### src/rtl/hp_pkg.sv
package hp_pkg;
    localparam int DATA_W = 32;
    localparam int SLOT_W = 32;
    localparam int ADDR_W = 5;

    localparam logic [ADDR_W-1:0] OFS_UP    = 5'h00;
    localparam logic [ADDR_W-1:0] OFS_DOWN  = 5'h04;
    localparam logic [ADDR_W-1:0] OFS_EJECT = 5'h08;
    localparam logic [ADDR_W-1:0] OFS_RMV   = 5'h0C;
    localparam logic [ADDR_W-1:0] OFS_SEL   = 5'h10;

    typedef enum logic [1:0] {
        ST_IDLE     = 2'd0,
        ST_DRAIN    = 2'd1,
        ST_RMV_LOAD = 2'd2
    } hp_state_e;
endpackage

### src/rtl/hp_lowbit.sv
module hp_lowbit #(
    parameter int W = 32,
    localparam int IW = (W > 1) ? $clog2(W) : 1
)(
    input  logic [W-1:0]  vec,
    output logic          found,
    output logic [IW-1:0] idx,
    output logic [W-1:0]  onehot
);
    always_comb begin
        found = 1'b0;
        idx   = '0;
        for (int i = W - 1; i >= 0; i--) begin
            if (vec[i]) begin
                found = 1'b1;
                idx   = IW'(i);
            end
        end
        onehot = vec & (~vec + 1'b1);
    end
endmodule

### src/rtl/hp_bus_status.sv
module hp_bus_status #(
    parameter int W = 32
)(
    input  logic         clk,
    input  logic         rst_n,
    input  logic [W-1:0] plug,
    input  logic [W-1:0] unplug,
    input  logic [W-1:0] nonrem,
    input  logic         clr_up_all,
    input  logic [W-1:0] eject_mask,
    input  logic         load_rmv,
    output logic [W-1:0] up,
    output logic [W-1:0] down,
    output logic [W-1:0] rmv
);
    always_ff @(posedge clk or negedge rst_n) begin
        if (!rst_n) begin
            up   <= '0;
            down <= '0;
            rmv  <= '1;
        end else begin
            // clears first, new events OR-ed afterwards so they survive
            up   <= (up & ~(eject_mask | {W{clr_up_all}})) | plug;
            down <= (down & ~eject_mask) | unplug;
            if (load_rmv) begin
                rmv <= ~nonrem;
            end
        end
    end
endmodule

### src/rtl/hp_ctrl_fsm.sv
module hp_ctrl_fsm
    import hp_pkg::*;
#(
    parameter int NUM_BUS = 4,
    localparam int BW = (NUM_BUS > 1) ? $clog2(NUM_BUS) : 1
)(
    input  logic          clk,
    input  logic          rst_n,
    input  logic          drain_req,
    input  logic          cur_pending,
    output logic [BW-1:0] cursor,
    output logic          drain_eject,
    output logic          load_rmv,
    output logic          busy
);
    hp_state_e     state;
    hp_state_e     state_nxt;
    logic [BW-1:0] cursor_nxt;

    always_comb begin
        state_nxt  = state;
        cursor_nxt = cursor;
        unique case (state)
            ST_IDLE: begin
                if (drain_req) begin
                    state_nxt  = ST_DRAIN;
                    cursor_nxt = '0;
                end
            end
            ST_DRAIN: begin
                if (!cur_pending) begin
                    if (cursor == BW'(NUM_BUS - 1)) begin
                        state_nxt = ST_RMV_LOAD;
                    end else begin
                        cursor_nxt = cursor + 1'b1;
                    end
                end
            end
            ST_RMV_LOAD: begin
                state_nxt = ST_IDLE;
            end
            default: begin
                state_nxt = ST_IDLE;
            end
        endcase
    end

    always_ff @(posedge clk or negedge rst_n) begin
        if (!rst_n) begin
            state  <= ST_RMV_LOAD;
            cursor <= '0;
        end else begin
            state  <= state_nxt;
            cursor <= cursor_nxt;
        end
    end

    always_comb begin
        busy        = (state != ST_IDLE);
        drain_eject = (state == ST_DRAIN) && cur_pending;
        load_rmv    = (state == ST_RMV_LOAD);
    end
endmodule

### src/rtl/hp_slot_bank.sv
module hp_slot_bank
    import hp_pkg::*;
#(
    parameter int NUM_BUS = 4,
    parameter bit LEGACY  = 1'b0,
    localparam int BW   = (NUM_BUS > 1) ? $clog2(NUM_BUS) : 1,
    localparam int SW   = $clog2(SLOT_W),
    localparam int FLAT = NUM_BUS * SLOT_W
)(
    input  logic              clk,
    input  logic              rst_n,
    input  logic              reg_req,
    input  logic              reg_we,
    input  logic [ADDR_W-1:0] reg_addr,
    input  logic [DATA_W-1:0] reg_wdata,
    output logic              reg_ready,
    output logic              reg_rvalid,
    output logic [DATA_W-1:0] reg_rdata,
    input  logic [FLAT-1:0]   plug_evt,
    input  logic [FLAT-1:0]   unplug_evt,
    input  logic [FLAT-1:0]   nonrem_mask,
    input  logic              bank_reset,
    output logic              evt_irq,
    output logic              eject_stb,
    output logic [BW-1:0]     eject_bus,
    output logic [SW-1:0]     eject_slot,
    output logic              busy
);
    logic [DATA_W-1:0] sel_q;
    logic              sel_ok;
    logic [BW-1:0]     sel_idx;
    logic              acc_rd;
    logic              acc_wr;
    logic              rd_clear;

    logic [SLOT_W-1:0] up_arr   [NUM_BUS];
    logic [SLOT_W-1:0] down_arr [NUM_BUS];
    logic [SLOT_W-1:0] rmv_arr  [NUM_BUS];
    logic [FLAT-1:0]   down_flat;
    logic [SLOT_W-1:0] up_sel;
    logic [SLOT_W-1:0] down_sel;
    logic [SLOT_W-1:0] rmv_sel;
    logic [SLOT_W-1:0] cur_down;
    logic [DATA_W-1:0] rd_mux;

    logic [BW-1:0]     cursor;
    logic              drain_eject;
    logic              load_rmv;

    logic [SLOT_W-1:0] ej_vec;
    logic [SLOT_W-1:0] ej_onehot;
    logic              ej_found;
    logic [SW-1:0]     ej_idx;
    logic              wr_eject;
    logic              ej_go;
    logic [BW-1:0]     ej_bus;

    assign sel_ok    = (sel_q < DATA_W'(NUM_BUS));
    assign sel_idx   = sel_q[BW-1:0];
    assign reg_ready = ~busy;
    assign acc_rd    = reg_req & reg_ready & ~reg_we;
    assign acc_wr    = reg_req & reg_ready & reg_we;
    assign rd_clear  = !LEGACY && acc_rd && (reg_addr == OFS_UP) && sel_ok;
    assign cur_down  = down_arr[cursor];

    hp_ctrl_fsm #(.NUM_BUS(NUM_BUS)) u_fsm (
        .clk         (clk),
        .rst_n       (rst_n),
        .drain_req   (bank_reset),
        .cur_pending (cur_down != '0),
        .cursor      (cursor),
        .drain_eject (drain_eject),
        .load_rmv    (load_rmv),
        .busy        (busy)
    );

    // one priority encoder shared by firmware ejects and reset draining
    assign ej_vec = busy ? cur_down : reg_wdata;

    hp_lowbit #(.W(SLOT_W)) u_lowbit (
        .vec    (ej_vec),
        .found  (ej_found),
        .idx    (ej_idx),
        .onehot (ej_onehot)
    );

    assign wr_eject = acc_wr && (reg_addr == OFS_EJECT) && sel_ok && ej_found;
    assign ej_go    = drain_eject | wr_eject;
    assign ej_bus   = drain_eject ? cursor : sel_idx;

    for (genvar b = 0; b < NUM_BUS; b++) begin : g_bus
        hp_bus_status #(.W(SLOT_W)) u_bus (
            .clk        (clk),
            .rst_n      (rst_n),
            .plug       (plug_evt[b*SLOT_W +: SLOT_W]),
            .unplug     (unplug_evt[b*SLOT_W +: SLOT_W]),
            .nonrem     (nonrem_mask[b*SLOT_W +: SLOT_W]),
            .clr_up_all (rd_clear && (sel_idx == BW'(b))),
            .eject_mask ((ej_go && (ej_bus == BW'(b))) ? ej_onehot : '0),
            .load_rmv   (load_rmv),
            .up         (up_arr[b]),
            .down       (down_arr[b]),
            .rmv        (rmv_arr[b])
        );
        assign down_flat[b*SLOT_W +: SLOT_W] = down_arr[b];
    end

    always_comb begin
        if (sel_ok) begin
            up_sel   = up_arr[sel_idx];
            down_sel = down_arr[sel_idx];
            rmv_sel  = rmv_arr[sel_idx];
        end else begin
            up_sel   = '0;
            down_sel = '0;
            rmv_sel  = '0;
        end
    end

    always_comb begin
        rd_mux = '0;
        if (sel_ok) begin
            case (reg_addr)
                OFS_UP:   rd_mux = up_sel;
                OFS_DOWN: rd_mux = down_sel;
                OFS_RMV:  rd_mux = rmv_sel;
                OFS_SEL:  rd_mux = sel_q;
                default:  rd_mux = '0;
            endcase
        end
    end

    always_ff @(posedge clk or negedge rst_n) begin
        if (!rst_n) begin
            sel_q      <= '0;
            reg_rvalid <= 1'b0;
            reg_rdata  <= '0;
            evt_irq    <= 1'b0;
            eject_stb  <= 1'b0;
            eject_bus  <= '0;
            eject_slot <= '0;
        end else begin
            if (acc_wr && (reg_addr == OFS_SEL)) begin
                sel_q <= LEGACY ? '0 : reg_wdata;
            end
            reg_rvalid <= acc_rd;
            if (acc_rd) begin
                reg_rdata <= rd_mux;
            end
            evt_irq    <= (|plug_evt) | (|unplug_evt);
            eject_stb  <= ej_go;
            eject_bus  <= ej_bus;
            eject_slot <= ej_idx;
        end
    end
endmodule

### config.mk
export PLATFORM = sky130hd
export DESIGN_NAME = hp_slot_bank
export DESIGN_NICKNAME = d
export VERILOG_FILES = /design/src/rtl/hp_pkg.sv /design/src/rtl/hp_lowbit.sv /design/src/rtl/hp_bus_status.sv /design/src/rtl/hp_ctrl_fsm.sv /design/src/rtl/hp_slot_bank.sv
export SDC_FILE = /design/constraint.sdc
export NUM_CORES = 1
export LEC_CHECK = 0
export BUFFER_PORTS_ARGS = -buffer_cell sky130_fd_sc_hd__clkbuf_2
export CAP_MARGIN = 0
export CELL_PAD_IN_SITES_DETAIL_PLACEMENT = 1
export CELL_PAD_IN_SITES_GLOBAL_PLACEMENT = 1
export CORE_MARGIN = 5
export CORE_UTILIZATION = 35
export CTS_CLUSTER_SIZE = 28
export DETAILED_ROUTE_END_ITERATION = 8
export GPL_ROUTABILITY_DRIVEN = 0
export PLACE_DENSITY = 0.79
export SLEW_MARGIN = 0
export SYNTH_ARGS = -nofsm -noshare
export SYNTH_HDL_FRONTEND = slang
export SYNTH_SLANG_ARGS = --single-unit
### constraint.sdc
create_clock -name clk -period 8 [get_ports clk]
set_clock_uncertainty 0.05 [all_clocks]
set_input_delay 0.8 -clock clk [delete_from_list [all_inputs] [get_ports clk]]
set_output_delay 0.8 -clock clk [all_outputs]
set_load 0.1 [all_outputs]
Yosys cells after proc, flatten, opt, wreduce, memory -nomap -nowiden
Cells that the tools add are included.
{ "totals": {"inputBits": 426, "regBits": 462, "output_inout_bits": 44} }
{ "classes": {"reduce_logical": 26, "n_addsub": 2, "muxes": 92, "order_cmp": 3, "eq_ne": 17, "bitwise": 43} }
{ "op_table": {"columns": ["cell", "count"], "rows": [
  ["2-to-1 mux 32 bit", 14],
  ["NOT 32 bit", 13],
  ["bitwise OR 32 bit", 12],
  ["bitwise AND 32 bit", 9],
  ["binary-select mux 32 bit (select 2 bit)", 4],
  ["OR reduction 128 bit", 2],
  ["2-to-1 mux 5 bit", 32],
  ["case mux 32 bit (4 select lines)", 1],
  ["adder 32 x 1 -> 32 bit (second input constant)", 1],
  ["less-than comparator 32 x 3 -> 1 bit (second input constant)", 1],
  ["2-to-1 mux 1 bit", 32],
  ["nonzero test 32 bit", 1],
  ["logical AND 1 bit", 15],
  ["2-to-1 mux 2 bit", 7],
  ["== test 2 bit (second input constant)", 6],
  ["== test 5 x 4 -> 1 bit (second input constant)", 2],
  ["case mux 2 bit (2 select lines)", 2],
  ["== test 2 x 1 -> 1 bit (second input constant)", 3],
  ["greater-or-equal comparator 3 bit (second input constant)", 2],
  ["logical NOT 2 bit", 3],
  ["!= test 2 bit (second input constant)", 3],
  ["NOT 2 -> 3 bit", 2],
  ["== test 5 x 3 -> 1 bit (second input constant)", 1],
  ["== test 5 bit (second input constant)", 1],
  ["9 further kinds", 14]
]} }

Logic depth before layout (Yosys ltp)
{ "logic_depth": {"depth_word": 45, "mapped_depth": 13, "depth_no_buf": 9} }

Modules after synthesis
Synthesis repeated with hierarchy kept, for this count alone.
{ "hier_totals": {"cells_unflattened": 2141, "area_unflattened_um2": 24508.5} }
{ "by_module_without_submodules": {"columns": ["module", "area_per_inst_um2", "seq_area_each_um2", "n_inst", "cells_per_inst"], "rows": [
  ["hp_bus_status", 3673.5, 2442.3, 4, 295],
  ["hp_slot_bank", 8782.2, 1851.8, 1, 821],
  ["hp_lowbit", 817.0, 0.0, 1, 120],
  ["hp_ctrl_fsm", 215.2, 101.3, 1, 20]
]} }

Worst setup path after synthesis
No wires, ideal clock.
{ "synth_timing": {"path_type": "reg2reg", "start": "register u_fsm.state[1]", "end": "register g_bus[0].u_bus.down[19]", "setup_time_ps": 156, "slack_ps": 4257, "path_buffers": 5, "period_less_slack_ps": 3743, "path_stages_with_launch": 10, "arrival_ps": 3537, "path_cell_list": "dfstp_2 > buf_2 > or2_4 > buf_6 > buf_2 > buf_2 > buf_1 > mux2i_1 > nor3b_1 > a31oi_1"} }
{ "synth_via": {"elab_chain_len": 41, "word_cells_on_any_way": 53, "classes_between": "add/sub: 1; eq/ne: 1; mux: 35; bitwise: 9; reduce/logical: 7"} }
{ "synth_lines": {"columns": ["item", "line_no", "rtl"], "rows": [
  ["start: declaration", "hp_ctrl_fsm.sv:16", "hp_state_e state;"],
  ["start signal: assignment", "hp_ctrl_fsm.sv:53", "state <= state_nxt;"],
  ["nonzero test 2 bit (*)", "hp_ctrl_fsm.sv:59", "busy = (state != ST_IDLE);"],
  ["named net busy", "hp_slot_bank.sv:27", "output logic busy"],
  ["2-to-1 mux 32 bit", "hp_slot_bank.sv:78", "assign ej_vec = busy ? cur_down : reg_wdata;"],
  ["2-to-1 mux 1 bit (32 in a row)", "hp_lowbit.sv:14", "if (vec[i]) begin"],
  ["logical AND 1 bit", "hp_slot_bank.sv:87", "assign wr_eject = acc_wr && (reg_addr == OFS_EJECT) && sel_ok && ej_found;"],
  ["bitwise OR 1 bit", "hp_slot_bank.sv:88", "assign ej_go = drain_eject | wr_eject;"],
  ["logical AND 1 bit", "hp_slot_bank.sv:99", ".eject_mask ((ej_go && (ej_bus == BW'(b))) ? ej_onehot : '0),"],
  ["2-to-1 mux 32 bit (*)", "hp_slot_bank.sv:99", null],
  ["NOT 32 bit (*)", "hp_bus_status.sv:24", "down <= (down & ~eject_mask) | unplug;"],
  ["bitwise AND 32 bit (*)", "hp_bus_status.sv:24", null],
  ["bitwise OR 32 bit (*)", "hp_bus_status.sv:24", null],
  ["end signal: assignment", "hp_bus_status.sv:24", null],
  ["end: declaration", "hp_bus_status.sv:13", "output logic [W-1:0] down,"]
]} }
The timed path passes the listed nets; every way through them passes the cells marked *.
A chain may end at the register's enable or synchronous reset.

Worst setup path after layout
{ "layout_timing": {"start": "register u_fsm.cursor[1]", "end": "register g_bus[1].u_bus.up[22]"} }
{ "layout_via": {"elab_chain_len": 45, "word_cells_on_any_way": 52, "classes_between": "add/sub: 1; eq/ne: 1; mux: 38; bitwise: 8; reduce/logical: 4"} }
{ "layout_lines": {"columns": ["item", "line_no", "rtl"], "rows": [
  ["start: declaration", "hp_ctrl_fsm.sv:11", "output logic [BW-1:0] cursor,"],
  ["start signal: assignment", "hp_ctrl_fsm.sv:54", "cursor <= cursor_nxt;"],
  ["NOT 2 -> 3 bit (implied by the code)", "hp_slot_bank.sv:64", "assign cur_down = down_arr[cursor];"],
  ["binary-select mux 32 bit (select 2 bit)", "hp_slot_bank.sv:64", null],
  ["2-to-1 mux 32 bit (implied by the code) (2 in a row)", "hp_slot_bank.sv:64", null],
  ["2-to-1 mux 32 bit", "hp_slot_bank.sv:78", null],
  ["2-to-1 mux 1 bit (32 in a row)", "hp_lowbit.sv:14", null],
  ["logical AND 1 bit", "hp_slot_bank.sv:87", null],
  ["bitwise OR 1 bit", "hp_slot_bank.sv:88", null],
  ["logical AND 1 bit", "hp_slot_bank.sv:99", null],
  ["2-to-1 mux 32 bit (*)", "hp_slot_bank.sv:99", null],
  ["bitwise OR 32 bit (*)", "hp_bus_status.sv:23", "up <= (up & ~(eject_mask | {W{clr_up_all}})) | plug;"],
  ["NOT 32 bit (*)", "hp_bus_status.sv:23", null],
  ["bitwise AND 32 bit (*)", "hp_bus_status.sv:23", null],
  ["bitwise OR 32 bit (*)", "hp_bus_status.sv:23", null],
  ["end signal: assignment", "hp_bus_status.sv:23", null],
  ["end: declaration", "hp_bus_status.sv:12", "output logic [W-1:0] up,"]
]} }
Mark *: on every way between the ends. The rest lies on a longest branch, timed or not. The select of a mux whose other input is x is not followed.

==> key figures <==
Status
  • Status: finished, final reports clean

Floorplan
  • # IOs: 470
  • CORE AREA: 68900 um2
  • Die H: 274 um
  • Rows: 96
  • Initial core utilization: a little over a third
  • Die area: 75100 um2
  • Die span in x: 274 um

Clock tree
  • Cts repair resizes: 0
  • Clock Latency Late Sink: 620 ps
  • TritonCTS clock tree: built
  • Maximum root-to-sink buffer count: 3
  • CTS sink count: 462
  • H-tree Lvls: 2
  • Clock buffer count from CTS: 52
  • CTS Hold Bufs: 0
  • Clk root buf: clkbuf_16
  • Clock Pin Slew Worst Setup and Hold Paths: 70 ps
  • Setup repair bufs after CTS: 0

Logic synthesis
  • Mapped Cells: about 2.4k
  • Yosys top cell by area: dfrtp_1
  • Post-Syn Nets: roughly 2.8k
  • Synthesis-stage register bit count: 462
  • Ys async rst share: 100%
  • XOR/XNOR share of the synthesized area: 0%
  • Number of synthesized flops with an enable pin: 0
  • Compound-Gate Fraction of Synth Area: 15.7%
  • Largest family of logic cells by synthesized area: multiplexers
  • Multiplexer share of the synthesized area: a little under a fifth
  • Largest cells by area after synthesis: dfrtp_1 34%, dfstp_2 14%, mux4_2 12%, mux2i_1 5.5%, a31oi_1 5.0%
  • Synth top area share: 34.1%
  • Area of the mapped netlist: 24400 um2
  • Syn avg cell area: between 10 and 15 um2
  • Yosys cell types: between 60 and 70
  • YS warnings: 0
  • Adder-Cell Fraction of Synth Area: 0.0513%
  • Main synth FF type: dfrtp_1
  • Seq/Total Area, Yosys: 48.0%
  • Synth Area in Simple Gates: 11.7%

Route
  • Pre-antenna DRT Iters: 5
  • DRT iter0 DRCs: between 2k and 2.5k
  • DRC Markers: 0
  • Avg Vias per Cell: 6.02
  • Routed WL: 113 mm
  • WL per Instance: around 30 um
  • Via count: 22.7k
  • DRT antenna net count: 0

Critical path
  • FF-to-FF setup slack: 3140 ps
  • Crit path required time: 8390 ps
  • Max incr delay on CP: ~1100 ps
  • Worst r2r src: u_fsm.cursor[1]$_DFFE_PN0P_
  • Critical path capture point type: register
  • Crit path launch type: register
  • Crit path launch: u_fsm.cursor[1]$_DFFE_PN0P_
  • Crit-path cells: buf_4 > mux4_2 > mux2_2 > a311oi_4 > nand4_4 > nand2b_1 > nor3b_1 > a31oi_1
  • Critical path peak fanout: 21
  • Reg2Reg Depth: 8
  • Crit path to: g_bus[1].u_bus.up[22]$_DFF_PN0_
  • CP arrival: 5240 ps
  • Reg-to-reg endpoint: g_bus[1].u_bus.up[22]$_DFF_PN0_
  • Slowest-stage cell, CP: nor3b_1
  • Critical path class: register to register

Cells and area
  • Most common cell after layout, fill and taps aside: clkbuf_2
  • Fillers: 7890
  • Area grow syn2layout: 20.5%
  • Final #Nets: 3195
  • Most frequent cells in the layout: 468 x clkbuf_2, 329 x dfrtp_1, 205 x nor2_1
  • Share of layout cells above drive strength 1: between 30 and 40%

STA
  • RSZ-0062 raised after global routing: no
  • Final setup violation count: 0
  • Period utilization: 60.7%
  • Slew @ Worst Pin: 1250 ps
  • Relative slew margins: about 16%
  • Post-Route Setup TNS: 0 ps
  • Final Hold Fails: 0
  • Slew Viols, Final: 0
  • Fin worst setup slack: 3140 ps
  • Min Tclk post-route: 4860 ps
  • Max Fclk: 206 MHz

GRT
  • Total GRT Usage: 29.2%
  • Vias in the first global route: 23.7k
  • Global-route wire length before repair: 162 mm
  • Remaining global-route overflow: 0
  • Initial antenna violation count: 49
  • Largest net degree at the start of global routing: 148

Power and ir drop
  • Pwr dens: 239 nW/um2
  • Total power: 7.02 mW
  • Maximum vdd drop: 0.000210 V
  • Pleak: 12.5 nW

Placement
  • Pre-CTS WS: 3240 ps
  • Port bufs: about 470
  • HPWL after DPL: 86.7 mm

Hold path
  • HP Class: primary input to async pin

Flow run
  • Max-cap violation count: 0
==> per-stage QoR <==
| step | utilization (%) | hold slack (ps) | cell area [um2] | std cells |
|---|---|---|---|---|
| 2_1_floorplan | - | 408 | 24400 | 2360 |
| 5_1_grt | 42.6 | 273 | 29400 | 3750 |
| 3_5_place_dp | 40.1 | 424 | 27700 | 3645 |
| 6_report | 42.7 | 246 | 29400 | 3766 |
| 4_1_cts | 42.6 | 230 | 29400 | 3739 |
| 3_3_place_gp | 40.1 | 417 | 27700 | 3645 |
==> final cells by class <==
cell class	count	area (um2)	area share (%)
sequential	462	11700	39.9
multi-input combinational	1547	11400	38.6
timing repair buffer	503	2640	8.96
clock buffer	77	1530	5.19
tap	931	1160	3.96
inverter	202	758	2.58
clock inverter	17	175	0.595
antenna	27	67.6	0.230
==> Yosys cell counts, drive strengths merged, types with 2 or more instances <==
cell type	n
dfrtp	333
nor2	207
a21oi	204
inv	202
a31oi	197
nand2	183
o21ai	143
mux2i	133
dfstp	129
mux4	126
clkbuf	87
nor4	87
buf	62
mux2	37
a22o	32
o22ai	32
nand3	28
nor3	26
nand4	24
a32oi	11
and3	8
nand2b	7
nor3b	6
nand3b	5
nor2b	5
and2	4
or2	4
or3	4
a21boi	3
o21a	3
o2bb2ai	3
o31ai	3
a311oi	2
and3b	2
nor4b	2
o32ai	2
==> critical path, delay by kind of cell (launching register included) <==
kind            cells  cell delay [ps]
compound gates      2              600
buf+inv             1              480
flops               1              770
mux                 2              940
simple gates        3             1800
==> cell families after synthesis <==
| group | Yosys count |
|---|---|
| flip-flops | 462 |
| buffers and inverters | 351 |
| adder cells (fa/ha/maj) | 1 |
| AND/OR/NAND/NOR | 605 |
| multiplexers | 296 |
| AO/OA/AOI/OAI | 645 |
==> worst min-delay path by stage <==
stage | start | endpoint | slack [ps] | depth (start not counted)
after floorplan | g_bus[2].u_bus.rmv[0]$_DFFE_PN1N_ | g_bus[2].u_bus.rmv[0]$_DFFE_PN1N_ | 410 | 2
after global placement | g_bus[3].u_bus.rmv[11]$_DFFE_PN1N_ | g_bus[3].u_bus.rmv[11]$_DFFE_PN1N_ | 420 | 2
after detailed placement | g_bus[2].u_bus.rmv[25]$_DFFE_PN1N_ | g_bus[2].u_bus.rmv[25]$_DFFE_PN1N_ | 420 | 2
after CTS | rst_n | reg_rdata[17]$_DFFE_PN0P_ | 230 | 1
after global routing | nonrem_mask[96] | g_bus[3].u_bus.rmv[0]$_DFFE_PN1N_ | 270 | 2
final | rst_n | reg_rdata[17]$_DFFE_PN0P_ | 250 | 1
==> routing by layer <==
| metal | global-route usage, % | routed length, um |
|---|---|---|
| met5 | 0 | 291 |
| met4 | 16.2 | 7660 |
| met3 | 11.5 | 13100 |
| met2 | 43.9 | 49500 |
| met1 | 35.9 | 42300 |
==> power by group <==
part	switching [mW]	internal (mW)	leakage [nW]
Sequential	0.236	2.75	4.65
Combinational	1.06	0.514	6.99
Clock	1.05	1.42	0.842
Total	2.34	4.68	12.5
==> sequential cells by signal, summed over array words and instances (netlist names) <==
signal and flops:
g_bus.u_bus.down 128, reg_rdata 32, eject_slot 5, g_bus.u_bus.rmv 128
u_fsm.cursor 2, eject_stb 1, sel_q 32, reg_rvalid 1
eject_bus 2, g_bus.u_bus.up 128, evt_irq 1, u_fsm.state 2
(Power assumes the default switching activity.)
